`src/rtl/booth_pkg.sv`:
```
package booth_pkg;
    typedef struct packed {
        logic skip;   // digit is zero
        logic dbl;    // use twice the multiplicand
        logic neg;    // subtract instead of add
    } booth_ctl_t;
endpackage

```
`src/rtl/booth_recode.sv`:
```
module booth_recode
    import booth_pkg::*;
(
    input  logic [2:0]  grp,   // {lo[1], lo[0], prev}
    output booth_ctl_t  ctl
);
    always_comb begin
        ctl = '0;
        unique case (grp)
            3'b000: ctl.skip = 1'b1;
            3'b001: ctl      = '{skip: 1'b0, dbl: 1'b0, neg: 1'b0};
            3'b010: ctl      = '{skip: 1'b0, dbl: 1'b0, neg: 1'b0};
            3'b011: ctl      = '{skip: 1'b0, dbl: 1'b1, neg: 1'b0};
            3'b100: ctl      = '{skip: 1'b0, dbl: 1'b1, neg: 1'b1};
            3'b101: ctl      = '{skip: 1'b0, dbl: 1'b0, neg: 1'b1};
            3'b110: ctl      = '{skip: 1'b0, dbl: 1'b0, neg: 1'b1};
            default: ctl.skip = 1'b1;
        endcase
    end
endmodule

```
`src/rtl/booth_addsub.sv`:
```
module booth_addsub
    import booth_pkg::*;
#(
    parameter int W = 32
) (
    input  logic [W-1:0]  acc,
    input  logic [W-1:0]  mc,
    input  booth_ctl_t    ctl,
    output logic [W+1:0]  sum
);
    localparam int XW = W + 2;

    logic [XW-1:0] acc_x;
    logic [XW-1:0] mc_x;
    logic [XW-1:0] opnd;
    logic [XW-1:0] opnd_inv;

    always_comb begin
        acc_x    = {{2{acc[W-1]}}, acc};
        mc_x     = {{2{mc[W-1]}}, mc};
        opnd     = ctl.skip ? '0 : (ctl.dbl ? {mc_x[XW-2:0], 1'b0} : mc_x);
        opnd_inv = ctl.neg ? ~opnd : opnd;
        sum      = acc_x + opnd_inv + {{(XW-1){1'b0}}, ctl.neg};
    end
endmodule

```
`src/rtl/booth_mul_seq.sv`:
```
module booth_mul_seq
    import booth_pkg::*;
#(
    parameter int W = 32
) (
    input  logic          clk,
    input  logic          rst_n,
    input  logic          start,
    input  logic [W-1:0]  mcand,
    input  logic [W-1:0]  mplier,
    output logic          busy,
    output logic          done,
    output logic [W-1:0]  hi,
    output logic [W-1:0]  lo
);
    localparam int STEPS = W / 2;
    localparam int CW    = (STEPS > 1) ? $clog2(STEPS) : 1;
    localparam logic [CW-1:0] LAST = CW'(STEPS - 1);

    typedef struct packed {
        logic          busy;
        logic          done;
        logic [CW-1:0] cnt;
        logic          prev;
        logic [W-1:0]  mc;
        logic [W-1:0]  hi;
        logic [W-1:0]  lo;
    } state_t;

    state_t      s_q, s_d;
    booth_ctl_t  ctl;
    logic [W+1:0] sum;

    booth_recode u_rec (
        .grp (({s_q.lo[1:0], s_q.prev})),
        .ctl (ctl)
    );

    booth_addsub #(.W(W)) u_add (
        .acc (s_q.hi),
        .mc  (s_q.mc),
        .ctl (ctl),
        .sum (sum)
    );

    always_comb begin
        s_d      = s_q;
        s_d.done = 1'b0;
        if (!s_q.busy && start) begin
            s_d.busy = 1'b1;
            s_d.cnt  = '0;
            s_d.prev = 1'b0;
            s_d.mc   = mcand;
            s_d.hi   = '0;
            s_d.lo   = mplier;
        end else if (s_q.busy) begin
            s_d.hi   = sum[W+1:2];
            s_d.lo   = {sum[1:0], s_q.lo[W-1:2]};
            s_d.prev = s_q.lo[1];
            s_d.cnt  = s_q.cnt + 1'b1;
            if (s_q.cnt == LAST) begin
                s_d.busy = 1'b0;
                s_d.done = 1'b1;
            end
        end
    end

    always_ff @(posedge clk or negedge rst_n) begin
        if (!rst_n) s_q <= '0;
        else        s_q <= s_d;
    end

    assign busy = s_q.busy;
    assign done = s_q.done;
    assign hi   = s_q.hi;
    assign lo   = s_q.lo;

    p_done_pulse_r3: assert property (@(posedge clk) disable iff (!rst_n)
        done |=> !done);
    p_busy_done_excl_r3: assert property (@(posedge clk) disable iff (!rst_n)
        !(busy && done));
    p_done_after_run_r3: assert property (@(posedge clk) disable iff (!rst_n)
        $rose(done) |-> $fell(busy));
    p_load_r2: assert property (@(posedge clk) disable iff (!rst_n)
        (!busy && start) |=> (busy && hi == '0 && lo == $past(mplier)));
    p_ignore_start_r6: assert property (@(posedge clk) disable iff (!rst_n)
        (busy && start) |=> $stable(s_q.mc));
    p_hold_r7: assert property (@(posedge clk) disable iff (!rst_n)
        (!busy && !start) |=> ($stable(hi) && $stable(lo)));
    p_skip_r8: assert property (@(posedge clk) disable iff (!rst_n)
        (busy && ctl.skip) |-> (sum == {{2{hi[W-1]}}, hi}));
endmodule

```
`config.mk`:
```
export PLATFORM = sky130hd
export DESIGN_NAME = booth_mul_seq
export DESIGN_NICKNAME = d
export VERILOG_FILES = /design/src/rtl/booth_pkg.sv /design/src/rtl/booth_recode.sv /design/src/rtl/booth_addsub.sv /design/src/rtl/booth_mul_seq.sv
export SDC_FILE = /design/constraint.sdc
export NUM_CORES = 1
export LEC_CHECK = 0
export BUFFER_PORTS_ARGS = -buffer_cell sky130_fd_sc_hd__buf_2
export CAP_MARGIN = 20
export CORE_MARGIN = 1
export CORE_UTILIZATION = 53
export CTS_BUF_LIST = sky130_fd_sc_hd__clkbuf_8
export CTS_CLUSTER_SIZE = 30
export DETAILED_ROUTE_END_ITERATION = 7
export PLACE_DENSITY = 0.79
export REMOVE_ABC_BUFFERS = 1
export SLEW_MARGIN = 10
export SYNTH_ARGS = -nofsm -noshare
export SYNTH_HDL_FRONTEND = slang
export SYNTH_HIERARCHICAL = 1
export SYNTH_SLANG_ARGS = --single-unit
```
`constraint.sdc`:
```
create_clock -name clk -period 3.4 [get_ports clk]
set_input_delay 0.68 -clock clk [delete_from_list [all_inputs] [get_ports clk]]
set_output_delay 0.68 -clock clk [all_outputs]
set_load 0.1 [all_outputs]
```
==> metrics.txt, run 1 <==
crit path DAT=3740 ps; number of endpoints with negative hold slack in the final report=0; maximum clock skew at final layout=7.937 ps; cts bufs inserted=9; maximum count of clock buffers along a single path=2; required time at the endpoint of the critical path=roughly 3700 ps; number of instances in the synthesized netlist=756; max-capacitance violation count=0; fin crit share=101.7%; number of placement rows=42; area added between synthesis and finish=22.19%; kind of end point of the critical path=flop; total I/O pin count=133; violated checks=negative setup slack; maximum level of the CTS H-tree=3; TNS Setup=-209.4 ps; number of I/O port buffers=132; post-synthesis instance area=~0.0074 mm^2; vias in the first global route=5724; Avg Inst Size Synth=9.750 um^2; fraction of final layout cells sized beyond drive strength 1=between 30% and 40%; synth top area cells=sky130_fd_sc_hd__dfrtp_1, sky130_fd_sc_hd__mux2i_1, sky130_fd_sc_hd__buf_4; share of synthesized area occupied by flip-flops and latches=34.97%; y dimension of the die=119.9 um; final slew viol count=0; GRT overflow=0; overall routed net length=17.87 mm; count of vias placed by the detailed router=6059; Tightest Pin Transition=859.7 ps; result of the run=complete, but fails checks; clock tree from TritonCTS=built; number of antenna violations at the first check in global routing=0; final weighted congestion of routability-driven global placement=~0.94; Yosys reg bits=just over 100; leading post-synthesis cells by instance count=sky130_fd_sc_hd__dfrtp_1, sky130_fd_sc_hd__buf_4, sky130_fd_sc_hd__nand2_1, sky130_fd_sc_hd__mux2i_1, sky130_fd_sc_hd__nor2_1; number of synthesized flops with an enable pin=0; count of nets left with antenna violations after detail routing=0; DRC violations left=0; routed length on met1=between 8 and 9 mm; tightest slew margin relative to the limit=42.68%; met3 WL post-DR=approximately 1 mm; crit-path max FO=7; floorplan die area=approximately 0.014 mm^2; RSZ-0062 raised after global routing=yes; maximum clock frequency=around 0.29 GHz; clk sinks=103; latest clock arrival within the worst-skew pair=between 300 and 400 ps; final setup violation count=7; placed cell areas=0.008295 mm^2; share of the synthesized area in the top cell type=34.97%; critical path start-end classification=flop to flop; kind of start point of the critical path=flop; count of TritonRoute iterations in the first routing pass=5; number of vias per cell=5.600; top metal layer carrying routed signals=met4; number of warnings printed during yosys synthesis=6; clock period minus final worst setup slack=3457 ps; met2 layer wire length in the routed design=8.409 mm; global router's overall resource usage=25.10%; final standard cell count with taps included and fillers excluded=1082; distinct cell type count after synthesis=57; root buffer cell=sky130_fd_sc_hd__clkbuf_8; dominant cell type by area after synthesis=sky130_fd_sc_hd__dfrtp_1; Top FF cell, synth=sky130_fd_sc_hd__dfrtp_1; core area=0.01340 mm^2; Avg WL per Cell=roughly 17 um; Cells after DPL=between 1k and 1.5k; initial cell density of the core=around 55%; leading cell type by number of instances after synthesis=sky130_fd_sc_hd__dfrtp_1; number of diodes=0; final net count=1002; Hold Path Class=input pin to async pin; die boundary width=119.9 um; Clock transition at path regs=100 ps; drt initial violations=585; minimum setup slack in the final design=-56.76 ps; first-pass GRT wire length=~28 mm; half-perimeter wire length of the detailed placement result=between 10 and 15 mm; number of buffers inserted for hold repair after clock tree synthesis=0; cell area after layout=0.009006 mm^2; proportion of register bits with asynchronous set or reset after synthesis=between 90% and 100%; maximum number of pins on one net before global-route repair=104
==> area by class of cell <==
cell class	count	area (um^2)
fill	1014	4394
timing repair buffer	244	1670
clock inverter	7	47.55
clock buffer	9	123.9
sequential	103	2579
tap	176	220.2
multi-input combinational	534	4329
inverter	9	36.28
==> critical path: stages, from the launching register on <==
cell                       delay (ps)
sky130_fd_sc_hd__dfrtp_1          420
sky130_fd_sc_hd__buf_4            150
sky130_fd_sc_hd__o22ai_4          180
sky130_fd_sc_hd__buf_12           180
sky130_fd_sc_hd__buf_12           130
sky130_fd_sc_hd__mux2i_1          170
sky130_fd_sc_hd__nor2_1            70
sky130_fd_sc_hd__xnor2_1          180
sky130_fd_sc_hd__ha_1             300
sky130_fd_sc_hd__a21oi_1          230
sky130_fd_sc_hd__o21ai_1          130
sky130_fd_sc_hd__a22oi_1          190
sky130_fd_sc_hd__o211ai_1         130
sky130_fd_sc_hd__or3b_1           390
sky130_fd_sc_hd__o221ai_2         150
sky130_fd_sc_hd__xnor2_1          100
sky130_fd_sc_hd__a22o_1           230
==> worst paths after layout <==
| path | from | endpoint | slack [ps] | depth (start not counted) |
|---|---|---|---|---|
| max in group asynchronous | rst_n | s_q[93]$_DFFE_PN0P_ | 2670 | 2 |
| worst min register to register | lo[14]$_DFFE_PN0P_ | lo[12]$_DFFE_PN0P_ | 510 | 2 |
| worst min-delay path | rst_n | done$_DFF_PN0_ | 350 | 2 |
| worst max-delay path | lo[1]$_DFFE_PN0P_ | hi[25]$_DFFE_PN0P_ | -60 | 16 |
| min in group clk | lo[14]$_DFFE_PN0P_ | lo[12]$_DFFE_PN0P_ | 510 | 2 |
| worst max register to register | lo[1]$_DFFE_PN0P_ | hi[25]$_DFFE_PN0P_ | -60 | 16 |
==> state kept, by name (all words and copies together), names as in the netlist <==
name / count
lo: 32
done: 1
busy: 1
s_q: 37
hi: 32
==> per-stage QoR <==
step / util, % / setup WS [ps] / hold slack, ps
after floorplan: - / -2555 / 384.4
after global placement: 61.90 / -208.9 / 483.5
after detailed placement: 61.90 / -256.1 / 494.4
after CTS: 65.56 / -57.87 / 363.4
after global routing: 67.21 / -240.5 / 390.6
final: 67.21 / -56.76 / 349.3
==> cell families after synthesis <==
group	after synthesis	share of synthesized area [%]
flip-flops	103	34.97
AND/OR/NAND/NOR	167	10.19
adder cells (fa/ha/maj)	34	5.873
buffers and inverters	119	10.35
AO/OA/AOI/OAI	172	15.77
XOR/XNOR	65	7.724
multiplexers	96	15.12
==> timing repair <==
item,in CTS,in global routing
setup endpoints to repair,24,25
resized for setup,34,44
pin swaps,27,35
cloned,2,1
buffers inserted,11,7
hold endpoints to repair,0,0
==> per-layer routing <==
layer  vias to the layer above  global-route usage [%]
li1                       2903                       -
met1                      2907                   34.37
met2                       221                   40.77
met3                        28                   3.042
met4                         0                   8.984
met5                         -                       0
==> cell usage in the layout, fill, tap and decap left out, types with 5 or more instances in the layout <==
master | Yosys | routed
sky130_fd_sc_hd__a21oi_2 | 3 | 12
sky130_fd_sc_hd__inv_1 | 8 | 9
sky130_fd_sc_hd__a22o_1 | 36 | 36
sky130_fd_sc_hd__xnor2_1 | 48 | 47
sky130_fd_sc_hd__o21ai_0 | 51 | 46
sky130_fd_sc_hd__xor2_1 | 17 | 17
sky130_fd_sc_hd__a21oi_1 | 29 | 18
sky130_fd_sc_hd__o21ai_1 | 4 | 5
sky130_fd_sc_hd__nand3_1 | 14 | 11
sky130_fd_sc_hd__buf_4 | 67 | 94
sky130_fd_sc_hd__nand2_1 | 65 | 63
sky130_fd_sc_hd__buf_2 | 22 | 131
sky130_fd_sc_hd__buf_12 | 0 | 7
sky130_fd_sc_hd__o211ai_1 | 7 | 7
sky130_fd_sc_hd__ha_1 | 33 | 30
sky130_fd_sc_hd__a21o_1 | 9 | 9
sky130_fd_sc_hd__o21bai_1 | 5 | 5
sky130_fd_sc_hd__nor2_1 | 56 | 50
sky130_fd_sc_hd__nand4_1 | 8 | 8
sky130_fd_sc_hd__buf_6 | 5 | 9
sky130_fd_sc_hd__nor2_2 | 0 | 5
sky130_fd_sc_hd__dfrtp_1 | 103 | 102
sky130_fd_sc_hd__mux2i_1 | 63 | 62
sky130_fd_sc_hd__clkbuf_8 | 0 | 9
sky130_fd_sc_hd__mux2_4 | 30 | 30
Power of run 1 is left out: the tool's default activity adds up to more than one toggle a clock period on the data nets, which glitch-free logic cannot reach.
==> inputs of run 2 (changes only) <==
--- a/config.mk
+++ b/config.mk
@@ -8,11 +8,11 @@
 export BUFFER_PORTS_ARGS = -buffer_cell sky130_fd_sc_hd__buf_2
 export CAP_MARGIN = 20
 export CORE_MARGIN = 1
-export CORE_UTILIZATION = 53
+export CORE_UTILIZATION = 59
 export CTS_BUF_LIST = sky130_fd_sc_hd__clkbuf_8
 export CTS_CLUSTER_SIZE = 30
 export DETAILED_ROUTE_END_ITERATION = 7
-export PLACE_DENSITY = 0.79
+export PLACE_DENSITY = 0.84
 export REMOVE_ABC_BUFFERS = 1
 export SLEW_MARGIN = 10
 export SYNTH_ARGS = -nofsm -noshare
==> constraint.sdc (replaced) <==
create_clock -name clk -period 3.6 [get_ports clk]
set_input_delay 0.72 -clock clk [delete_from_list [all_inputs] [get_ports clk]]
set_output_delay 0.72 -clock clk [all_outputs]
set_load 0.1 [all_outputs]
==> run 2 against run 1 <==
  * The run now ends clean
  * Worst setup slack gained 77 ps
  * Clock skew grew 4.8 ps
  * Die area shrank 10%
  * Fmax shrank 3.4%
  * Critical endpoint is now hi[26]$_DFFE_PN0P_
==> metrics.txt, run 2 (synthesis results as in run 1) <==
count of vias placed by the detailed router=5928; root buffer cell=sky130_fd_sc_hd__clkbuf_8; max-capacitance violation count=0; fraction of final layout cells sized beyond drive strength 1=around 34%; kind of start point of the critical path=flop; overall routed net length=approximately 18 mm; maximum number of pins on one net before global-route repair=59; half-perimeter wire length of the detailed placement result=12.80 mm; GRT overflow=0; most common library cell in the layout ignoring fill and taps=sky130_fd_sc_hd__buf_2; total I/O pin count=around 130; kind of end point of the critical path=flop; maximum count of clock buffers along a single path=2; latest clock arrival within the worst-skew pair=around 370 ps; number of buffers inserted for hold repair after clock tree synthesis=0; cts bufs inserted=9; number of I/O port buffers=132; die boundary width=approximately 110 um; global router's overall resource usage=27.54%; standard cell with the maximum stage delay on the critical path=sky130_fd_sc_hd__dfrtp_2; drt initial violations=325; tightest slew margin relative to the limit=32.34%; clk sinks=103; clock tree from TritonCTS=built; flip-flop count of the largest register after layout=37; crit-path max FO=5; number of vias per cell=5.778; clock period minus final worst setup slack=3580 ps; area added between synthesis and finish=16.28%; cells traversed along the worst timing path=buf_6 > o22ai_4 > buf_6 > mux2i_1 > nor2_1 > xnor2_1 > ha_1 > a21oi_2 > nand2_2 > a221oi_4 > buf_4 > a21oi_4 > o211ai_1 > nand2_1 > xnor2_1 > a22o_1; kind of cell with the highest combined delay on the critical path=compound AO/OA/AOI/OAI gates; count of TritonRoute iterations in the first routing pass=5; register with the most flip-flops=s_q; floorplan die area=between 0.01 and 0.015 mm^2; cell area after layout=0.008571 mm^2; Hold Path Class=input pin to async pin; number of diodes=0; number of placement rows=40; Avg WL per Cell=17.58 um; final weighted congestion of routability-driven global placement=0.9560; CP bufs+invs=3; fin crit share=99.43%; leading cell types in the layout, fill and taps excluded=sky130_fd_sc_hd__buf_2, sky130_fd_sc_hd__dfrtp_1, sky130_fd_sc_hd__mux2i_1; stages on the worst setup path=16; placed cell areas=0.007958 mm^2; first-pass GRT wire length=around 28 mm; maximum clock frequency=0.2794 GHz; CP max stage delay=470 ps; vias in the first global route=5843; maximum level of the CTS H-tree=3; required time at the endpoint of the critical path=between 3000 and 4000 ps; Worst Reg-to-Reg Cells=16; count of nets left with antenna violations after detail routing=0; DRC violations left=0; minimum setup slack in the final design=20.42 ps; number of antenna violations at the first check in global routing=0; critical path start-end classification=flop to flop; Tightest Pin Transition=1015 ps; core area=0.01211 mm^2; crit path DAT=between 3000 and 4000 ps; maximum clock skew at final layout=around 13 ps; final net count=955; RSZ-0062 raised after global routing=yes; Post-Place Setup Slack=-172.4 ps; result of the run=complete, no violations; internal reg-to-reg setup slack=20 ps; Clock transition at path regs=about 100 ps; initial cell density of the core=60.86%; final slew viol count=0; number of endpoints with negative hold slack in the final report=0; y dimension of the die=113.8 um; final setup violation count=0
## run 2: timing repair
| item | CTS | global route |
|---|---|---|
| buffers inserted | 7 | 12 |
| pin swaps | 6 | 31 |
| cloned | 0 | 1 |
| setup endpoints to repair | 11 | 20 |
| resized for setup | 6 | 52 |
## run 2: path summary, 6_finish.rpt
path                              startpoint                   to
setup / recovery           lo[0]$_DFFE_PN0P_   hi[26]$_DFFE_PN0P_
max in group asynchronous              rst_n    lo[0]$_DFFE_PN0P_
hold reg to reg            lo[7]$_DFFE_PN0P_    lo[5]$_DFFE_PN0P_
setup reg to reg           lo[0]$_DFFE_PN0P_   hi[26]$_DFFE_PN0P_
hold / removal                         rst_n  s_q[68]$_DFFE_PN0P_
min in group clk           lo[7]$_DFFE_PN0P_    lo[5]$_DFFE_PN0P_
## run 2: area by class of cell
type,count,area [um^2]
repair buffers,197,1284
inverters,9,33.78
fillers,977,3541
multi-input cells,534,4252
clock inverters,6,86.33
well taps,168,210.2
clock buffers,9,123.9
flip-flops and latches,103,2581
## run 2: per-layer routing
layer,vias up,part of all wire (%),GRT usage [%]
met5,-,0,0
met4,0,1.7,9.957
met3,21,5.0,3.985
met2,195,50,48.25
met1,2918,44,34.71
li1,2794,-,-
## run 2: through the flow
| step | TNS [ps] | cells | hold WS, ps | util, % |
|---|---|---|---|---|
| after floorplan | -69490 | 646 | 424.4 | - |
| after global placement | -90.08 | 991 | 480.6 | 65.70 |
| after detailed placement | -370.4 | 991 | 495.2 | 65.70 |
| after CTS | 0 | 1013 | 348.9 | 68.16 |
| after global routing | -597.1 | 1026 | 359.4 | 70.76 |
| final | 0 | 1026 | 336.9 | 70.76 |
Power of run 2 is left out for the same reason.
==> inputs of run 3 (changes only) <==
--- a/config.mk
+++ b/config.mk
@@ -8,11 +8,11 @@
 export BUFFER_PORTS_ARGS = -buffer_cell sky130_fd_sc_hd__buf_2
 export CAP_MARGIN = 20
 export CORE_MARGIN = 1
-export CORE_UTILIZATION = 59
+export CORE_UTILIZATION = 45
 export CTS_BUF_LIST = sky130_fd_sc_hd__clkbuf_8
 export CTS_CLUSTER_SIZE = 30
 export DETAILED_ROUTE_END_ITERATION = 7
-export PLACE_DENSITY = 0.84
+export PLACE_DENSITY = 0.67
 export REMOVE_ABC_BUFFERS = 1
 export SLEW_MARGIN = 10
 export SYNTH_ARGS = -nofsm -noshare
==> run 3 against run 2 <==
  * Final area rose by 0.76%
  * Final cell count is 6.1% higher
  * Via count fell by 3.6%
  * Critical path type unchanged
  * Highest routed layer unchanged
==> metrics.txt, run 3 (synthesis results as in run 1) <==
y dimension of the die=around 130 um; Tightest Pin Transition=just under 900 ps; launching element of the worst setup path=s_q[96]$_DFFE_PN0P_; maximum clock skew at final layout=~8.2 ps; area added between synthesis and finish=17.16%; count of TritonRoute iterations in the first routing pass=5; internal reg-to-reg setup slack=80 ps; result of the run=complete, no violations; half-perimeter wire length of the detailed placement result=12.58 mm; tightest slew margin relative to the limit=41.00%; number of I/O port buffers=132; cts bufs inserted=9; final setup violation count=0; Worst Reg-to-Reg Cells=16; die boundary width=130.0 um; fin crit share=97.82%; vias in the first global route=5369; core area=0.01594 mm^2; kind of end point of the critical path=flop; critical register-to-register path endpoint=hi[25]$_DFFE_PN0P_; flip-flop count of the largest register after layout=37; fraction of final layout cells sized beyond drive strength 1=approximately 33%; count of nets left with antenna violations after detail routing=0; root buffer cell=sky130_fd_sc_hd__clkbuf_8; crit-path max FO=12; worst setup path endpoint=hi[25]$_DFFE_PN0P_; final net count=969; Hold Path Class=input pin to async pin; floorplan die area=about 0.017 mm^2; GRT overflow=0; latest clock arrival within the worst-skew pair=380 ps; Avg WL per Cell=15.81 um; leading cell types in the layout, fill and taps excluded=sky130_fd_sc_hd__buf_2, sky130_fd_sc_hd__dfrtp_1, sky130_fd_sc_hd__buf_4; most common library cell in the layout ignoring fill and taps=sky130_fd_sc_hd__buf_2; Clock transition at path regs=100 ps; DRC violations left=0; overall routed net length=~17 mm; kind of start point of the critical path=flop; total I/O pin count=133; critical path start-end classification=flop to flop; drt initial violations=338; number of buffers inserted for hold repair after clock tree synthesis=0; initial cell density of the core=approximately 46%; clock tree from TritonCTS=built; crit path DAT=3800 ps; final weighted congestion of routability-driven global placement=slightly above 0.9; required time at the endpoint of the critical path=slightly below 4000 ps; number of antenna violations at the first check in global routing=0; clk sinks=103; final slew viol count=0; max-capacitance violation count=0; maximum count of clock buffers along a single path=2; clock period minus final worst setup slack=3522 ps; first-pass GRT wire length=26.50 mm; worst reg2reg startpoint=s_q[96]$_DFFE_PN0P_; register with the most flip-flops=s_q; number of vias per cell=5.248; Hold Worst Slack=347.1 ps; layout filler cell count=1450; number of diodes=0; global router's overall resource usage=20.05%; maximum number of pins on one net before global-route repair=95; maximum clock frequency=0.2840 GHz; count of vias placed by the detailed router=between 5k and 6k; maximum level of the CTS H-tree=3; number of endpoints with negative hold slack in the final report=0; number of placement rows=46; RSZ-0062 raised after global routing=yes
[run 3: cell count changes in the layout (fill, tap and decap cells not counted), moves of 4 or more]
cell                      previous run  this run
sky130_fd_sc_hd__nor2_1             51        55
sky130_fd_sc_hd__a21oi_2             6         2
sky130_fd_sc_hd__buf_12              8         4
sky130_fd_sc_hd__a21oi_1            22        29
sky130_fd_sc_hd__buf_4              53        70
sky130_fd_sc_hd__nor2_2              5         1
[run 3: final cells by class]
| type | instances | area (um^2) | area share [%] |
|---|---|---|---|
| multi-input cells | 534 | 4205 | 48.70 |
| flip-flops and latches | 103 | 2581 | 29.89 |
| repair buffers | 211 | 1368 | 15.84 |
| well taps | 216 | 270.3 | 3.130 |
| clock buffers | 9 | 123.9 | 1.434 |
| clock inverters | 7 | 53.80 | 0.6230 |
| inverters | 9 | 33.78 | 0.3912 |
[run 3: metal layers]
metal  vias to the layer above  global-route usage, %  share of wire (%)  wire, um
met3                        17                  3.526                5.1       871
met4                         0                  6.019                1.6       283
met2                       165                  32.68                 45      7705
li1                       2835                      -                  -         -
met5                         -                      0                  0         0
met1                      2698                  27.18                 49      8358
[run 3: worst min-delay path by stage]
| stage | slack, ps | startpoint | cells past startpoint | end |
|---|---|---|---|---|
| CTS | 350 | rst_n | 1 | done$_DFF_PN0_ |
| finish | 350 | rst_n | 1 | done$_DFF_PN0_ |
| detailed placement | 490 | lo[30]$_DFFE_PN0P_ | 2 | lo[28]$_DFFE_PN0P_ |
| floorplan | 420 | rst_n | 0 | busy$_DFF_PN0_ |
| global route | 380 | rst_n | 1 | done$_DFF_PN0_ |
| global placement | 480 | lo[25]$_DFFE_PN0P_ | 2 | lo[23]$_DFFE_PN0P_ |
[run 3: stage by stage]
| step | TNS, ps | cells | utilization [%] | instance area [um^2] | setup WS, ps |
|---|---|---|---|---|---|
| floorplan | -69490 | 646 | - | 6641 | -2355 |
| global placement | -149.5 | 1060 | 50.97 | 8125 | -80.52 |
| detailed placement | -709.4 | 1060 | 50.97 | 8125 | -111.5 |
| CTS | 0 | 1078 | 52.25 | 8330 | 27.71 |
| global route | -135.0 | 1089 | 54.17 | 8636 | -60.79 |
| finish | 0 | 1089 | 54.17 | 8636 | 78.40 |
[run 3: what timing repair did]
item                                    in CTS  in global routing
cloned                                       0                  2
gates resized for setup                      0                 38
setup buffers                                2                 10
endpoints found under the setup margin      13                 15
pin swaps                                    1                 26
[run 3: worst max-delay path, cell delays in order, from the launching register on]
cell and delay, ps:
sky130_fd_sc_hd__dfrtp_1 420, sky130_fd_sc_hd__buf_4 150, sky130_fd_sc_hd__or3_4 400, sky130_fd_sc_hd__nand2_8 100, sky130_fd_sc_hd__buf_12 140, sky130_fd_sc_hd__buf_8 130
sky130_fd_sc_hd__nor2_1 60, sky130_fd_sc_hd__xnor2_1 210, sky130_fd_sc_hd__ha_1 300, sky130_fd_sc_hd__buf_4 170, sky130_fd_sc_hd__and2_1 190, sky130_fd_sc_hd__nand3_1 110
sky130_fd_sc_hd__o211ai_1 130, sky130_fd_sc_hd__or3b_1 390, sky130_fd_sc_hd__o221ai_2 200, sky130_fd_sc_hd__xnor2_1 100, sky130_fd_sc_hd__a22o_1 230
Power of run 3 is left out for the same reason.
